File: src/rtl/pkt_seq_pkg.sv
package pkt_seq_pkg;
  typedef enum logic [1:0] {
    SQ_IDLE   = 2'd0,
    SQ_BUSY   = 2'd1,
    SQ_PAUSED = 2'd2
  } sq_state_t;
endpackage

File: src/rtl/word_fifo.sv
module word_fifo #(
  parameter int W     = 32,
  parameter int DEPTH = 8
) (
  input  logic         clk,
  input  logic         rst_n,
  input  logic         flush,
  input  logic         push,
  input  logic [W-1:0] din,
  input  logic         pop,
  output logic [W-1:0] dout,
  output logic         empty,
  output logic         full
);
  localparam int AW = $clog2(DEPTH);

  logic [W-1:0] mem [DEPTH];
  logic [AW:0]  wp, rp;

  assign empty = (wp == rp);
  assign full  = (wp[AW] != rp[AW]) && (wp[AW-1:0] == rp[AW-1:0]);
  assign dout  = mem[rp[AW-1:0]];

  always_ff @(posedge clk) begin
    if (push) mem[wp[AW-1:0]] <= din;
  end

  always_ff @(posedge clk or negedge rst_n) begin
    if (!rst_n) begin
      wp <= '0;
      rp <= '0;
    end else if (flush) begin
      wp <= '0;
      rp <= '0;
    end else begin
      if (push) wp <= wp + 1'b1;
      if (pop)  rp <= rp + 1'b1;
    end
  end


  no_overflow_chk: assert property (@(posedge clk) disable iff (!rst_n) push |-> !full);

  no_underflow_chk: assert property (@(posedge clk) disable iff (!rst_n) pop |-> !empty);
endmodule

File: src/rtl/pkt_seq_ctrl.sv
module pkt_seq_ctrl
  import pkt_seq_pkg::*;
#(
  parameter int LEN_W  = 10,
  parameter int LOOP_W = 8
) (
  input  logic              clk,
  input  logic              rst_n,
  input  logic              soft_rst,
  input  logic [LEN_W-1:0]  len_m1,
  input  logic [LOOP_W-1:0] loop_m1,
  input  logic              pause_en,
  input  logic              go,
  input  logic              resume,
  input  logic              stat_rd,
  input  logic              hs,
  output sq_state_t         state,
  output logic              last_byte,
  output logic              fin_flag,
  output logic              pau_flag
);
  logic [LEN_W-1:0]  len_q, byte_cnt;
  logic [LOOP_W-1:0] loop_q, pkt_cnt;
  logic              launch;

  assign launch    = ((state == SQ_IDLE) && go) || ((state == SQ_PAUSED) && resume);
  assign last_byte = (state == SQ_BUSY) && (byte_cnt == len_q) && (pkt_cnt == loop_q);

  always_ff @(posedge clk or negedge rst_n) begin
    if (!rst_n) begin
      state <= SQ_IDLE; len_q <= '0; loop_q <= '0;
      byte_cnt <= '0; pkt_cnt <= '0; fin_flag <= 1'b0; pau_flag <= 1'b0;
    end else if (soft_rst) begin
      state <= SQ_IDLE; len_q <= '0; loop_q <= '0;
      byte_cnt <= '0; pkt_cnt <= '0; fin_flag <= 1'b0; pau_flag <= 1'b0;
    end else begin
      if (stat_rd) begin
        fin_flag <= 1'b0;
        pau_flag <= 1'b0;
      end
      if (launch) begin
        state    <= SQ_BUSY;
        len_q    <= len_m1;
        loop_q   <= loop_m1;
        byte_cnt <= '0;
        pkt_cnt  <= '0;
      end else if ((state == SQ_BUSY) && hs) begin
        if (last_byte) begin
          byte_cnt <= '0;
          pkt_cnt  <= '0;
          if (pause_en) begin
            state    <= SQ_PAUSED;
            pau_flag <= 1'b1;
          end else begin
            state    <= SQ_IDLE;
            fin_flag <= 1'b1;
          end
        end else if (byte_cnt == len_q) begin
          byte_cnt <= '0;
          pkt_cnt  <= pkt_cnt + 1'b1;
        end else begin
          byte_cnt <= byte_cnt + 1'b1;
        end
      end
    end
  end


  go_launch_chk: assert property (@(posedge clk) disable iff (!rst_n || soft_rst)
    (state == SQ_IDLE) && go |=> state == SQ_BUSY);

  idle_hold_chk: assert property (@(posedge clk) disable iff (!rst_n || soft_rst)
    (state == SQ_IDLE) && !go |=> state == SQ_IDLE);

  paused_hold_chk: assert property (@(posedge clk) disable iff (!rst_n || soft_rst)
    (state == SQ_PAUSED) && !resume |=> state == SQ_PAUSED);

  pause_entry_chk: assert property (@(posedge clk) disable iff (!rst_n || soft_rst)
    hs && last_byte && pause_en |=> (state == SQ_PAUSED) && pau_flag);

  finish_entry_chk: assert property (@(posedge clk) disable iff (!rst_n || soft_rst)
    hs && last_byte && !pause_en |=> (state == SQ_IDLE) && fin_flag);

  hs_busy_chk: assert property (@(posedge clk) disable iff (!rst_n)
    hs |-> state == SQ_BUSY);
endmodule

File: src/rtl/pkt_seq.sv
module pkt_seq
  import pkt_seq_pkg::*;
#(
  parameter int LEN_W      = 10,
  parameter int LOOP_W     = 8,
  parameter int FIFO_BYTES = 32
) (
  input  logic              clk,
  input  logic              rst_n,
  input  logic              soft_rst,
  input  logic [LEN_W-1:0]  pkt_len_m1,
  input  logic [LOOP_W-1:0] pkt_loop_m1,
  input  logic              pause_en,
  input  logic              finish_ie,
  input  logic              pause_ie,
  input  logic              go,
  input  logic              resume,
  input  logic              stat_rd,
  output logic [3:0]        status,
  output logic              irq,
  output logic              cs_active,
  input  logic              tx_wvalid,
  output logic              tx_wready,
  input  logic [31:0]       tx_wdata,
  output logic              rx_rvalid,
  input  logic              rx_rready,
  output logic [31:0]       rx_rdata,
  output logic              ser_valid,
  input  logic              ser_ready,
  output logic [7:0]        ser_txd,
  input  logic [7:0]        ser_rxd
);
  localparam int WORD_W     = 32;
  localparam int WORD_BYTES = WORD_W / 8;
  localparam int DEPTH      = FIFO_BYTES / WORD_BYTES;
  localparam int LANE_W     = $clog2(WORD_BYTES);
  localparam logic [LANE_W-1:0] LAST_LANE = LANE_W'(WORD_BYTES - 1);

  sq_state_t          state;
  logic               last_byte, fin_flag, pau_flag, hs, word_end;
  logic               tx_empty, tx_full, rx_empty, rx_full;
  logic [WORD_W-1:0]  tx_head, rx_acc, rx_word;
  logic [LANE_W-1:0]  lane;

  pkt_seq_ctrl #(.LEN_W(LEN_W), .LOOP_W(LOOP_W)) u_ctrl (
    .clk(clk), .rst_n(rst_n), .soft_rst(soft_rst),
    .len_m1(pkt_len_m1), .loop_m1(pkt_loop_m1), .pause_en(pause_en),
    .go(go), .resume(resume), .stat_rd(stat_rd), .hs(hs),
    .state(state), .last_byte(last_byte), .fin_flag(fin_flag), .pau_flag(pau_flag)
  );

  assign tx_wready = !tx_full && !soft_rst;
  assign rx_rvalid = !rx_empty && !soft_rst;

  word_fifo #(.W(WORD_W), .DEPTH(DEPTH)) u_txf (
    .clk(clk), .rst_n(rst_n), .flush(soft_rst),
    .push(tx_wvalid && tx_wready), .din(tx_wdata),
    .pop(hs && word_end), .dout(tx_head), .empty(tx_empty), .full(tx_full)
  );

  word_fifo #(.W(WORD_W), .DEPTH(DEPTH)) u_rxf (
    .clk(clk), .rst_n(rst_n), .flush(soft_rst),
    .push(hs && word_end), .din(rx_word),
    .pop(rx_rvalid && rx_rready), .dout(rx_rdata), .empty(rx_empty), .full(rx_full)
  );

  assign ser_valid = !soft_rst && (state == SQ_BUSY) && !tx_empty && !rx_full;
  assign hs        = ser_valid && ser_ready;
  assign word_end  = last_byte || (lane == LAST_LANE);
  assign ser_txd   = tx_head[{lane, 3'b000} +: 8];
  assign rx_word   = rx_acc | (WORD_W'(ser_rxd) << {lane, 3'b000});

  always_ff @(posedge clk or negedge rst_n) begin
    if (!rst_n) begin
      lane   <= '0;
      rx_acc <= '0;
    end else if (soft_rst) begin
      lane   <= '0;
      rx_acc <= '0;
    end else if (hs) begin
      lane   <= word_end ? '0 : lane + 1'b1;
      rx_acc <= word_end ? '0 : rx_word;
    end
  end

  assign status    = {state, pau_flag, fin_flag};
  assign cs_active = (state != SQ_IDLE);
  assign irq       = (fin_flag && finish_ie) || (pau_flag && pause_ie);


  soft_flush_chk: assert property (@(posedge clk) disable iff (!rst_n)
    soft_rst |=> (state == SQ_IDLE) && tx_empty && rx_empty && !fin_flag && !pau_flag);

  lane_hold_chk: assert property (@(posedge clk) disable iff (!rst_n || soft_rst)
    !hs |=> $stable(lane));
endmodule

File: config.mk
export PLATFORM = sky130hd
export DESIGN_NAME = pkt_seq
export DESIGN_NICKNAME = d
export VERILOG_FILES = /design/src/rtl/pkt_seq_pkg.sv /design/src/rtl/word_fifo.sv /design/src/rtl/pkt_seq_ctrl.sv /design/src/rtl/pkt_seq.sv
export SDC_FILE = /design/constraint.sdc
export NUM_CORES = 1
export LEC_CHECK = 0
export BUFFER_PORTS_ARGS = -buffer_cell sky130_fd_sc_hd__buf_2
export CAP_MARGIN = 25
export CORE_UTILIZATION = 43
export CTS_CLUSTER_DIAMETER = 150
export DETAILED_ROUTE_END_ITERATION = 12
export GPL_TIMING_DRIVEN = 0
export PLACE_DENSITY = 0.68
export SLEW_MARGIN = 20
export SYNTH_ARGS = -nofsm -noshare
export SYNTH_HDL_FRONTEND = slang
export SYNTH_HIERARCHICAL = 1
export SYNTH_SLANG_ARGS = --single-unit
File: constraint.sdc
create_clock -name clk -period 5.7 [get_ports clk]
set_input_delay 1.425 -clock clk [delete_from_list [all_inputs] [get_ports clk]]
set_output_delay 1.425 -clock clk [all_outputs]
set_load 0.01 [all_outputs]
==> run summary, run 1 <==
## Run status
* outcome: complete, no violations

## Global routing
* number of antenna violations at the first check in global routing: 4
* global-route wire length before repair: 79400 µm
* grt total ovfl: 0
* global router's overall resource usage: 18.6%
* number of global-route vias before repair: 13200
* pin count of the biggest net entering global routing: 77

## Yosys
* most frequent cells after synthesis: sky130_fd_sc_hd__edfxtp_1 (512), sky130_fd_sc_hd__mux4_2 (99), sky130_fd_sc_hd__dfrtp_1 (90), sky130_fd_sc_hd__nor2_1 (81), sky130_fd_sc_hd__mux2_4 (54)
* share of the synthesized area in the top cell type: 62.5%
* mapped cell area: 0.0246 mm²
* sequential element share of the synthesized area: 71.7%
* EDFF count, synth: 512
* Yosys cell types: 53
* post-synth top area cell: sky130_fd_sc_hd__edfxtp_1
* total of warnings raised by yosys: 6
* FFs w/ async S/R, synth: 15.0%
* cells taking the most area after synthesis: sky130_fd_sc_hd__edfxtp_1 (63%), sky130_fd_sc_hd__dfrtp_1 (9.2%), sky130_fd_sc_hd__mux4_2 (9.1%), sky130_fd_sc_hd__mux4_1 (4.0%), sky130_fd_sc_hd__mux2_4 (3.3%)
* FF+latch count, synth: 602
* mean instance size in the synthesized netlist: 19.4 µm²
* most frequently used flop master after synthesis: sky130_fd_sc_hd__edfxtp_1
* leading cell type by number of instances after synthesis: sky130_fd_sc_hd__edfxtp_1
* Syn Nets: 1345
* Post-Synthesis Cells: 1268

## Worst hold path
* class of the most critical hold timing path: reg2reg

## CTS
* CTS root buf: sky130_fd_sc_hd__clkbuf_16
* count of H-tree levels built during CTS: 3
* post-CTS setup buffers: 0
* clock sink total: 602
* maximum count of clock buffers along a single path: 3
* count of hold buffers inserted by post-cts repair: 0
* post-cts repair resize count: 0
* cts bufs inserted: 66
* insertion delay to the later sink of the worst-skew pair: 0.59 ns
* clock-pin transition on the worst setup and hold timing paths: 0.06 ns
* CTS tree: built

## Layout
* count of nets after finishing: 1563
* area growth from synthesis to layout: 17.4%
* fraction of final layout cells with drive strength greater than 1: 30.9%
* number of non-filler instances in the completed layout: 2292

## Timing
* top achievable clock speed: 200 MHz
* final hold viol count: 0
* final count of pins violating max slew: 0
* final setup violation count: 0
* post-route worst setup slack: 0.706 ns
* Worst-Margin Slew: 1.05 ns
* final critical-path share of the clock period: 87.6%
* normalized max-slew margin: 29.5%
* unrepaired setup endpoints after global routing: false
* skew final: 0.0313 ns
* shortest clock period the worst path allows after layout: 4.99 ns

## Drt
* routed via count: 12500
* antenna-violating nets left: 0
* final wirelength: 52100 µm
* via density per instance: 5.46
* 1st-pass router iterations: 5
* number of DRC violations after detailed-routing iteration 0: 922
* Routed WL per cell: 22.7 µm
* number of DRC violations after detailed routing: 0

## Pwr
* worst supply voltage drop on vdd: 0.274 mV
* Power Dens Cells: 315 mW/mm²
* total leakage power: 10.4 nW

## Worst setup path
* critical path data required time: 6.00 ns
* most frequent cell on the critical path: sky130_fd_sc_hd__nor3_2
* type of element capturing the critical path: flip-flop
* worst path cell trace: buf_1 -> xnor2_1 -> nand3_1 -> nor2_1 -> nor4b_2 -> nand2_1 -> nor3_2 -> nand2b_1 -> nor3_2 -> buf_4 -> buf_6
* critical path class: reg2reg
* CP Data Arrival Time: 5.30 ns
* Setup crit start kind: flip-flop
* Slowest Stage Delay on Critical Path: 0.88 ns
* top fanout value on the critical path: 10
* worst-path cell with the longest stage delay: sky130_fd_sc_hd__nor4b_2

## Floorplanning
* number of placement rows: 87
* Die X-Extent: 241 µm
* starting utilization of the core area: 43.6%
* Die Area: 0.0581 mm²
* I/O pin total: 119
* height of the die: 241 µm
* Placeable Area: 0.0564 mm²

## Placement
* Post-Place Cells: 2174
* sum of net half-perimeters after detailed placement: 34700 µm
* routability-driven placement congestion ratio: 0.823
* number of buffers inserted by port buffering: 117
* setup slack at placement: 0.833 ns

## Run
* max-cap viol count: 0

-- registers in the layout, indices dropped and copies added, names as in the netlist --
signal           count
lane                 2
rx_acc              32
u_ctrl/byte_cnt     10
u_ctrl/fin_flag      1
u_ctrl/len_q        10
u_ctrl/loop_q        8
u_ctrl/pau_flag      1
u_ctrl/pkt_cnt       8
u_ctrl/state         2
u_rxf/mem          256
u_rxf/rp             4
u_rxf/wp             4
u_txf/mem          256
u_txf/rp             4
u_txf/wp             4
-- stage by stage --
stage	hold slack (ns)	total power [mW]	cell area (µm²)	TNS [ns]	utilization [%]
floorplan	0.464	5.03	24600	0	-
global placement	0.479	5.15	26100	-527.53	46.3
detailed placement	0.485	5.17	26800	0	47.6
CTS	0.498	9.20	28900	0	51.2
global route	0.518	9.39	28900	0	51.2
finish	0.495	9.10	28900	0	51.2
-- final cells by class --
cell class	instances	area [µm²]
fillers	4595	27500
flip-flops and latches	602	17600
multi-input cells	587	6570
clock buffers	88	1800
repair buffers	150	1170
well taps	756	946
plain buffers	73	479
clock inverters	29	253
inverters	6	22.5
diodes	1	2.50
-- worst paths after layout --
path,end,slack [ns],cells after the start,startpoint
worst max-delay path,u_rxf/mem[0][23]$_DFFE_PP_,0.71,11,u_rxf/rp[1]$_DFFE_PN0P_
worst min-delay path,rx_acc[4]$_DFFE_PN0P_,0.49,2,rx_acc[4]$_DFFE_PN0P_
worst max register to register,u_rxf/mem[0][23]$_DFFE_PP_,0.71,11,u_rxf/rp[1]$_DFFE_PN0P_
worst min register to register,rx_acc[4]$_DFFE_PN0P_,0.49,2,rx_acc[4]$_DFFE_PN0P_
max in group asynchronous,u_ctrl/state[1]$_DFFE_PN0P_,4.38,2,rst_n
min in group asynchronous,rx_acc[8]$_DFFE_PN0P_,0.65,1,rst_n
-- cell families after synthesis --
| kind of cell | Yosys count | share of synthesized area, % |
|---|---|---|
| and+or+nand+nor | 197 | 3.92 |
| muxes | 205 | 17.0 |
| AOI/OAI and AO/OA | 134 | 3.42 |
| DFF | 602 | 71.7 |
| adders and majority gates | 7 | 0.356 |
| xor gates and xnor gates | 44 | 1.57 |
| buffers and inverters | 79 | 2.04 |
-- per-layer routing --
metal / track usage [%] / wire length (µm)
met2: 31.4 / 26200
met5: 0 / 47
met1: 24.2 / 21700
met3: 3.66 / 2820
met4: 6.14 / 1310
-- cells in the final DEF, fill, tap and decap left out, types with 7 or more instances in the layout --
cell type,count
sky130_fd_sc_hd__a21o_1,32
sky130_fd_sc_hd__a21oi_1,26
sky130_fd_sc_hd__a31oi_1,33
sky130_fd_sc_hd__and2_1,11
sky130_fd_sc_hd__buf_12,9
sky130_fd_sc_hd__buf_16,15
sky130_fd_sc_hd__buf_2,137
sky130_fd_sc_hd__buf_4,14
sky130_fd_sc_hd__buf_6,9
sky130_fd_sc_hd__clkbuf_1,49
sky130_fd_sc_hd__clkbuf_16,67
sky130_fd_sc_hd__clkinv_1,9
sky130_fd_sc_hd__clkinv_2,7
sky130_fd_sc_hd__dfrtp_1,90
sky130_fd_sc_hd__edfxtp_1,512
sky130_fd_sc_hd__ha_1,7
sky130_fd_sc_hd__mux2_2,10
sky130_fd_sc_hd__mux2_4,54
sky130_fd_sc_hd__mux4_1,37
sky130_fd_sc_hd__mux4_2,99
sky130_fd_sc_hd__nand2_1,43
sky130_fd_sc_hd__nand3_1,10
sky130_fd_sc_hd__nand4_1,8
sky130_fd_sc_hd__nor2_1,69
sky130_fd_sc_hd__nor2_4,12
sky130_fd_sc_hd__o21ai_0,30
sky130_fd_sc_hd__xnor2_1,16
sky130_fd_sc_hd__xor2_1,28
-- critical path: cells and delay by family (launching register included) --
family / cells / cell delay [ns]
buffers and inverters: 3 / 1.11
xor gates and xnor gates: 1 / 0.15
and+or+nand+nor: 7 / 2.96
DFF: 1 / 0.47
-- report_power, final --
part	leakage, nW	internal (mW)	switching [mW]	total [mW]
sequential	6.16	4.80	0.0148	4.81
clock	1.00	2.33	1.69	4.02
combinational	3.27	0.0943	0.170	0.264
No activity file was read; power rests on OpenSTA's default activity.
==> run 2: changes to the inputs <==
--- a/config.mk
+++ b/config.mk
@@ -5,13 +5,14 @@
 export SDC_FILE = /design/constraint.sdc
 export NUM_CORES = 1
 export LEC_CHECK = 0
+export ABC_AREA = 1
 export BUFFER_PORTS_ARGS = -buffer_cell sky130_fd_sc_hd__buf_2
 export CAP_MARGIN = 25
 export CORE_UTILIZATION = 43
 export CTS_CLUSTER_DIAMETER = 150
 export DETAILED_ROUTE_END_ITERATION = 12
 export GPL_TIMING_DRIVEN = 0
-export PLACE_DENSITY = 0.68
+export PLACE_DENSITY = 0.71
 export SLEW_MARGIN = 20
 export SYNTH_ARGS = -nofsm -noshare
 export SYNTH_HDL_FRONTEND = slang
==> run summary, run 2 <==
## Run status
* outcome: complete, no violations

## Yosys
* cells taking the most area after synthesis: sky130_fd_sc_hd__edfxtp_1 (55%), sky130_fd_sc_hd__nand2_1 (14%), sky130_fd_sc_hd__dfrtp_1 (8.1%), sky130_fd_sc_hd__inv_1 (7.9%), sky130_fd_sc_hd__nand3_1 (6.3%)
* sequential element share of the synthesized area: 63.1%
* mapped cell area: 0.0279 mm²
* EDFF count, synth: 512
* Post-Synthesis Cells: 2968
* post-synth top area cell: sky130_fd_sc_hd__edfxtp_1
* leading cell type by number of instances after synthesis: sky130_fd_sc_hd__nand2_1
* most frequent cells after synthesis: sky130_fd_sc_hd__nand2_1 (1011), sky130_fd_sc_hd__inv_1 (588), sky130_fd_sc_hd__edfxtp_1 (512), sky130_fd_sc_hd__nand3_1 (350), sky130_fd_sc_hd__dfrtp_1 (90)
* Syn Nets: 3045
* FF+latch count, synth: 602
* share of the synthesized area in the top cell type: 55.1%
* total of warnings raised by yosys: 6
* most frequently used flop master after synthesis: sky130_fd_sc_hd__edfxtp_1
* Yosys cell types: 42
* mean instance size in the synthesized netlist: 9.41 µm²
* FFs w/ async S/R, synth: 15.0%

## Layout
* leading cell types in the layout, fill and taps excluded: sky130_fd_sc_hd__nand2_1 (1011), sky130_fd_sc_hd__inv_1 (588), sky130_fd_sc_hd__edfxtp_1 (512)
* area growth from synthesis to layout: 15.2%
* layout filler cell count: 5615
* fraction of final layout cells with drive strength greater than 1: 11.9%
* commonest non-fill, non-tap cell in the layout: sky130_fd_sc_hd__nand2_1
* post-layout utilization of the core: 50.0%
* count of nets after finishing: 3245

## Floorplanning
* starting utilization of the core area: 43.4%
* height of the die: 257 µm
* Die Area: 0.0660 mm²
* I/O pin total: 119
* Placeable Area: 0.0643 mm²
* number of placement rows: 93
* Die X-Extent: 257 µm

## Drt
* number of DRC violations after detailed routing: 0
* final wirelength: 68900 µm
* Routed WL per cell: 16.9 µm
* routed via count: 20000
* via density per instance: 4.90
* antenna-violating nets left: 0
* 1st-pass router iterations: 6
* number of DRC violations after detailed-routing iteration 0: 1805

## CTS
* insertion delay to the later sink of the worst-skew pair: 0.64 ns
* post-CTS setup buffers: 0
* CTS root buf: sky130_fd_sc_hd__clkbuf_16
* CTS tree: built
* cts bufs inserted: 61
* count of hold buffers inserted by post-cts repair: 0
* maximum count of clock buffers along a single path: 3
* clock sink total: 602
* post-cts repair resize count: 0
* count of H-tree levels built during CTS: 2
* clock-pin transition on the worst setup and hold timing paths: 0.07 ns

## Worst hold path
* Endpoint, Worst Hold: rx_acc[11]$_DFFE_PN0P_
* class of the most critical hold timing path: reg2reg
* Cells on Worst Hold Path: 2
* min-delay src: rx_acc[11]$_DFFE_PN0P_

## Pwr
* Power Dens Cells: 292 mW/mm²
* total leakage power: 15.0 nW
* worst supply voltage drop on vdd: 0.256 mV

## Timing
* skew final: 0.0221 ns
* final hold viol count: 0
* top achievable clock speed: 231 MHz
* normalized max-slew margin: 39.1%
* unrepaired setup endpoints after global routing: false
* final count of pins violating max slew: 0
* final critical-path share of the clock period: 76.1%
* final setup violation count: 0
* worst hold slack: 0.505 ns
* shortest clock period the worst path allows after layout: 4.34 ns
* Worst-Margin Slew: 0.906 ns

## Worst setup path
* crit path from: u_txf/rp[0]$_DFFE_PN0P_
* R2R Setup Slk: 1.64 ns
* critical path data required time: 4.28 ns
* Setup crit start kind: flip-flop
* capture point of the worst reg-to-reg path: u_rxf/mem[6][10]$_DFFE_PP_
* top fanout value on the critical path: 10
* cell count of the worst reg-to-reg path: 12
* CP Data Arrival Time: 2.91 ns
* r2r startpoint: u_ctrl/state[1]$_DFFE_PN0P_
* type of element capturing the critical path: primary output
* critical path class: reg2out

## Global routing
* number of antenna violations at the first check in global routing: 13
* number of global-route vias before repair: 19300
* global-route wire length before repair: 106000 µm
* pin count of the biggest net entering global routing: 67
* grt total ovfl: 0
* global router's overall resource usage: 20.9%

## Run
* max-cap viol count: 0

## Placement
* sum of net half-perimeters after detailed placement: 47000 µm
* routability-driven placement congestion ratio: 0.869
* number of buffers inserted by port buffering: 117

[run 2: cell count changes in the layout (fill, tap and decap cells not counted), moves of 14 or more]
| cell | previous run | this run |
|---|---|---|
| sky130_fd_sc_hd__buf_2 | 137 | 173 |
| sky130_fd_sc_hd__nand2_1 | 43 | 1011 |
| sky130_fd_sc_hd__nand3_1 | 10 | 350 |
| sky130_fd_sc_hd__a21o_1 | 32 | 0 |
| sky130_fd_sc_hd__xor2_1 | 28 | 5 |
| sky130_fd_sc_hd__o21ai_0 | 30 | 44 |
| sky130_fd_sc_hd__clkbuf_1 | 49 | 29 |
| sky130_fd_sc_hd__mux4_2 | 99 | 0 |
| sky130_fd_sc_hd__nand4_1 | 8 | 42 |
| sky130_fd_sc_hd__a31oi_1 | 33 | 0 |
| sky130_fd_sc_hd__mux4_1 | 37 | 0 |
| sky130_fd_sc_hd__buf_6 | 9 | 37 |
| sky130_fd_sc_hd__mux2_4 | 54 | 0 |
| sky130_fd_sc_hd__inv_1 | 6 | 588 |
[run 2: worst max path at each step]
stage                                       to  depth (start not counted)
CTS                                 ser_txd[7]                         10
global route                        ser_txd[4]                         10
detailed placement   u_rxf/mem[6][9]$_DFFE_PP_                         10
global placement    u_rxf/mem[0][12]$_DFFE_PP_                          9
finish                              ser_txd[7]                         10
floorplan            u_rxf/mem[0][0]$_DFFE_PP_                          8
[run 2: routing by layer]
| metal | GRT usage, % | part of all wire, % | up-vias |
|---|---|---|---|
| met5 | 0 | 0.15 | - |
| met4 | 8.70 | 3.5 | 18 |
| met3 | 3.94 | 8.2 | 164 |
| met2 | 35.3 | 48 | 762 |
| met1 | 26.3 | 40 | 9276 |
| li1 | - | - | 9759 |
[run 2: power breakdown]
group          switching (mW)  internal, mW
Clock                    1.68          2.24
Combinational           0.417         0.183
Sequential             0.0537          4.84
[run 2: kinds of logic (layout without fill, tap and decap cells)]
family | count (synthesis) | in the layout | share of synthesized area, %
AO/OA/AOI/OAI | 86 | 86 | 1.74
XOR/XNOR | 14 | 14 | 0.439
adder cells (fa/ha/maj) | 7 | 7 | 0.314
buffers and inverters | 738 | 989 | 11.5
flip-flops | 602 | 602 | 63.1
other | 0 | 3 | 0
AND/OR/NAND/NOR | 1521 | 1521 | 22.9
[run 2: critical path: stages (launching register included)]
cell and delay (ns):
sky130_fd_sc_hd__dfrtp_1 0.40, sky130_fd_sc_hd__buf_6 0.17, sky130_fd_sc_hd__clkbuf_1 0.55, sky130_fd_sc_hd__nand2_1 0.15, sky130_fd_sc_hd__nand3_1 0.13, sky130_fd_sc_hd__nand2_1 0.06, sky130_fd_sc_hd__nand2_1 0.05, sky130_fd_sc_hd__nand2_1 0.10
sky130_fd_sc_hd__o21ai_0 0.32, sky130_fd_sc_hd__o22ai_1 0.17, sky130_fd_sc_hd__buf_2 0.17
[run 2: layout make-up]
class	instances	area (µm²)	share of cell area [%]
Clock buffer	71	1560	4.86
Timing Repair Buffer	137	1090	3.39
Multi-Input combinational cell	1628	7220	22.4
Antenna cell	3	7.51	0.0233
Tap cell	855	1070	3.33
Clock inverter	43	392	1.22
Sequential cell	602	17600	54.8
Inverter	602	2260	7.03
Buffer	136	937	2.91
[run 2: through the flow]
step                      setup slack [ns]  TNS [ns]  power, mW  instances  area (µm²)
after floorplan                       1.35         0       5.34       2968       27900
after global placement              -0.702   -118.05       5.55       3940       29600
after detailed placement              1.27         0       5.58       3960       30200
after CTS                             1.47         0       9.47       4074       32200
after global routing                  1.30         0       9.71       4077       32200
final                                 1.36         0       9.41       4077       32200
==> run 3: changes to the inputs <==
--- a/config.mk
+++ b/config.mk
@@ -12,7 +12,7 @@
 export CTS_CLUSTER_DIAMETER = 150
 export DETAILED_ROUTE_END_ITERATION = 12
 export GPL_TIMING_DRIVEN = 0
-export PLACE_DENSITY = 0.71
+export PLACE_DENSITY = 0.69
 export SLEW_MARGIN = 20
 export SYNTH_ARGS = -nofsm -noshare
 export SYNTH_HDL_FRONTEND = slang
==> constraint.sdc (replaced) <==
create_clock -name clk -period 4.4 [get_ports clk]
set_input_delay 1.1 -clock clk [delete_from_list [all_inputs] [get_ports clk]]
set_output_delay 1.1 -clock clk [all_outputs]
set_load 0.01 [all_outputs]
==> run summary, run 3 (synthesis results as in run 2) <==
## Layout
* leading cell types in the layout, fill and taps excluded: sky130_fd_sc_hd__nand2_1 (1011), sky130_fd_sc_hd__inv_1 (588), sky130_fd_sc_hd__edfxtp_1 (512)
* fraction of final layout cells with drive strength greater than 1: 12.0%
* layout filler cell count: 5722
* count of nets after finishing: 3248
* Finished Cell Area: 0.0324 mm²
* commonest non-fill, non-tap cell in the layout: sky130_fd_sc_hd__nand2_1
* area growth from synthesis to layout: 16.1%

## Timing
* final hold viol count: 0
* normalized max-slew margin: 45.1%
* final setup violation count: 0
* skew final: 0.0264 ns
* final count of pins violating max slew: 0
* Setup Total Neg Slack: 0 ns
* top achievable clock speed: 249 MHz
* Worst-Margin Slew: 0.816 ns
* worst hold slack: 0.395 ns
* shortest clock period the worst path allows after layout: 4.02 ns
* unrepaired setup endpoints after global routing: false
* final critical-path share of the clock period: 91.4%

## Floorplanning
* height of the die: 257 µm
* number of placement rows: 93
* Die X-Extent: 257 µm
* Placeable Area: 0.0643 mm²
* starting utilization of the core area: 43.4%
* Die Area: 0.0660 mm²
* I/O pin total: 119

## Worst setup path
* Slowest Stage Delay on Critical Path: 0.64 ns
* top fanout value on the critical path: 17
* Buf/Inv on CP: 3
* CP Data Arrival Time: 4.31 ns
* type of element capturing the critical path: flip-flop
* critical path class: reg2reg
* CP delay by family, top: simple AND/OR/NAND/NOR gates
* Setup crit start kind: flip-flop
* worst-path cell with the longest stage delay: sky130_fd_sc_hd__nor3_1
* worst path cell trace: inv_1 -> nand2_1 -> a21oi_1 -> nand3_1 -> nor3_1 -> nand3_1 -> nor3_1 -> o21a_1 -> inv_1 -> or2_2 -> nor2_4 -> buf_16
* critical path data required time: 4.69 ns

## CTS
* maximum count of clock buffers along a single path: 3
* post-CTS setup buffers: 0
* count of H-tree levels built during CTS: 3
* cts bufs inserted: 66
* count of hold buffers inserted by post-cts repair: 0
* insertion delay to the later sink of the worst-skew pair: 0.61 ns
* clock sink total: 602
* clock-pin transition on the worst setup and hold timing paths: 0.06 ns
* CTS root buf: sky130_fd_sc_hd__clkbuf_16
* post-cts repair resize count: 0
* CTS tree: built

## Placement
* placed inst area: 0.0302 mm²
* sum of net half-perimeters after detailed placement: 46500 µm
* routability-driven placement congestion ratio: 0.844
* number of buffers inserted by port buffering: 117

## Pwr
* total leakage power: 15.1 nW
* Power Dens Cells: 396 mW/mm²
* worst supply voltage drop on vdd: 0.349 mV

## Drt
* 1st-pass router iterations: 7
* number of DRC violations after detailed routing: 0
* number of DRC violations after detailed-routing iteration 0: 1642
* routed via count: 20000
* via density per instance: 4.89
* final wirelength: 69200 µm
* Routed WL per cell: 17.0 µm
* antenna-violating nets left: 0

## Global routing
* global router's overall resource usage: 21.1%
* number of antenna violations at the first check in global routing: 9
* global-route wire length before repair: 107000 µm
* grt total ovfl: 0
* met3 layer usage reported by global route: 4.74%
* met1 track utilization from global routing: 26.6%
* number of global-route vias before repair: 19300
* most utilized layer in the global route result: met2
* grt met2 use: 35.9%
* pin count of the biggest net entering global routing: 56

## Run status
* outcome: complete, no violations

## Run
* max-cap viol count: 0

## Worst hold path
* class of the most critical hold timing path: in2async

==> run 3: per-layer routing <==
layer / vias to the layer above / part of all wire [%]
li1: 9773 / -
met1: 9359 / 41
met2: 671 / 49
met3: 149 / 7.2
met4: 16 / 2.6
met5: - / 0.15
==> run 3: metrics by stage <==
stage	setup WS (ns)	std cells	util [%]	power, mW
3_3_place_gp	-1.65	3940	46.0	7.20
4_1_cts	0.356	4078	50.4	12.9
5_1_grt	0.195	4078	50.4	13.3
6_report	0.376	4080	50.4	12.8
3_5_place_dp	0.249	3958	46.9	7.22
2_1_floorplan	0.370	2968	-	6.92
==> run 3: path summary, 6_finish.rpt <==
| path | start | end | slack [ns] | cells past startpoint |
|---|---|---|---|---|
| min in group clk | u_ctrl/loop_q[1]$_DFFE_PN0P_ | u_ctrl/loop_q[1]$_DFFE_PN0P_ | 0.49 | 2 |
| worst min register to register | u_ctrl/loop_q[1]$_DFFE_PN0P_ | u_ctrl/loop_q[1]$_DFFE_PN0P_ | 0.49 | 2 |
| max in group asynchronous | rst_n | rx_acc[4]$_DFFE_PN0P_ | 3.36 | 2 |
| worst max-delay path | u_ctrl/state[1]$_DFFE_PN0P_ | u_rxf/mem[0][7]$_DFFE_PP_ | 0.38 | 12 |
| worst min-delay path | rst_n | u_ctrl/len_q[2]$_DFFE_PN0P_ | 0.40 | 1 |
| worst max register to register | u_ctrl/state[1]$_DFFE_PN0P_ | u_rxf/mem[0][7]$_DFFE_PP_ | 0.38 | 12 |
==> run 3: worst register-to-register path, stage by stage (launching register included) <==
cell	delay (ns)
sky130_fd_sc_hd__dfrtp_1	0.50
sky130_fd_sc_hd__inv_1	0.16
sky130_fd_sc_hd__nand2_1	0.12
sky130_fd_sc_hd__a21oi_1	0.14
sky130_fd_sc_hd__nand3_1	0.08
sky130_fd_sc_hd__nor3_1	0.14
sky130_fd_sc_hd__nand3_1	0.12
sky130_fd_sc_hd__nor3_1	0.64
sky130_fd_sc_hd__o21a_1	0.40
sky130_fd_sc_hd__inv_1	0.12
sky130_fd_sc_hd__or2_2	0.40
sky130_fd_sc_hd__nor2_4	0.61
sky130_fd_sc_hd__buf_16	0.25
==> run 3: layout make-up <==
type / count / area (µm²) / share of cell area [%]
antenna: 2 / 5.00 / 0.0154
clock buffer: 85 / 1790 / 5.54
tap: 855 / 1070 / 3.30
inverter: 602 / 2260 / 6.98
timing repair buffer: 135 / 1040 / 3.22
multi-input combinational: 1628 / 7220 / 22.3
buffer: 136 / 937 / 2.89
clock inverter: 35 / 453 / 1.40
sequential: 602 / 17600 / 54.4
==> run 3: where the power goes <==
| part | internal [mW] | total [mW] | switching [mW] |
|---|---|---|---|
| combinational | 0.235 | 0.778 | 0.543 |
| clock | 3.48 | 5.72 | 2.23 |
| sequential | 6.27 | 6.33 | 0.0685 |
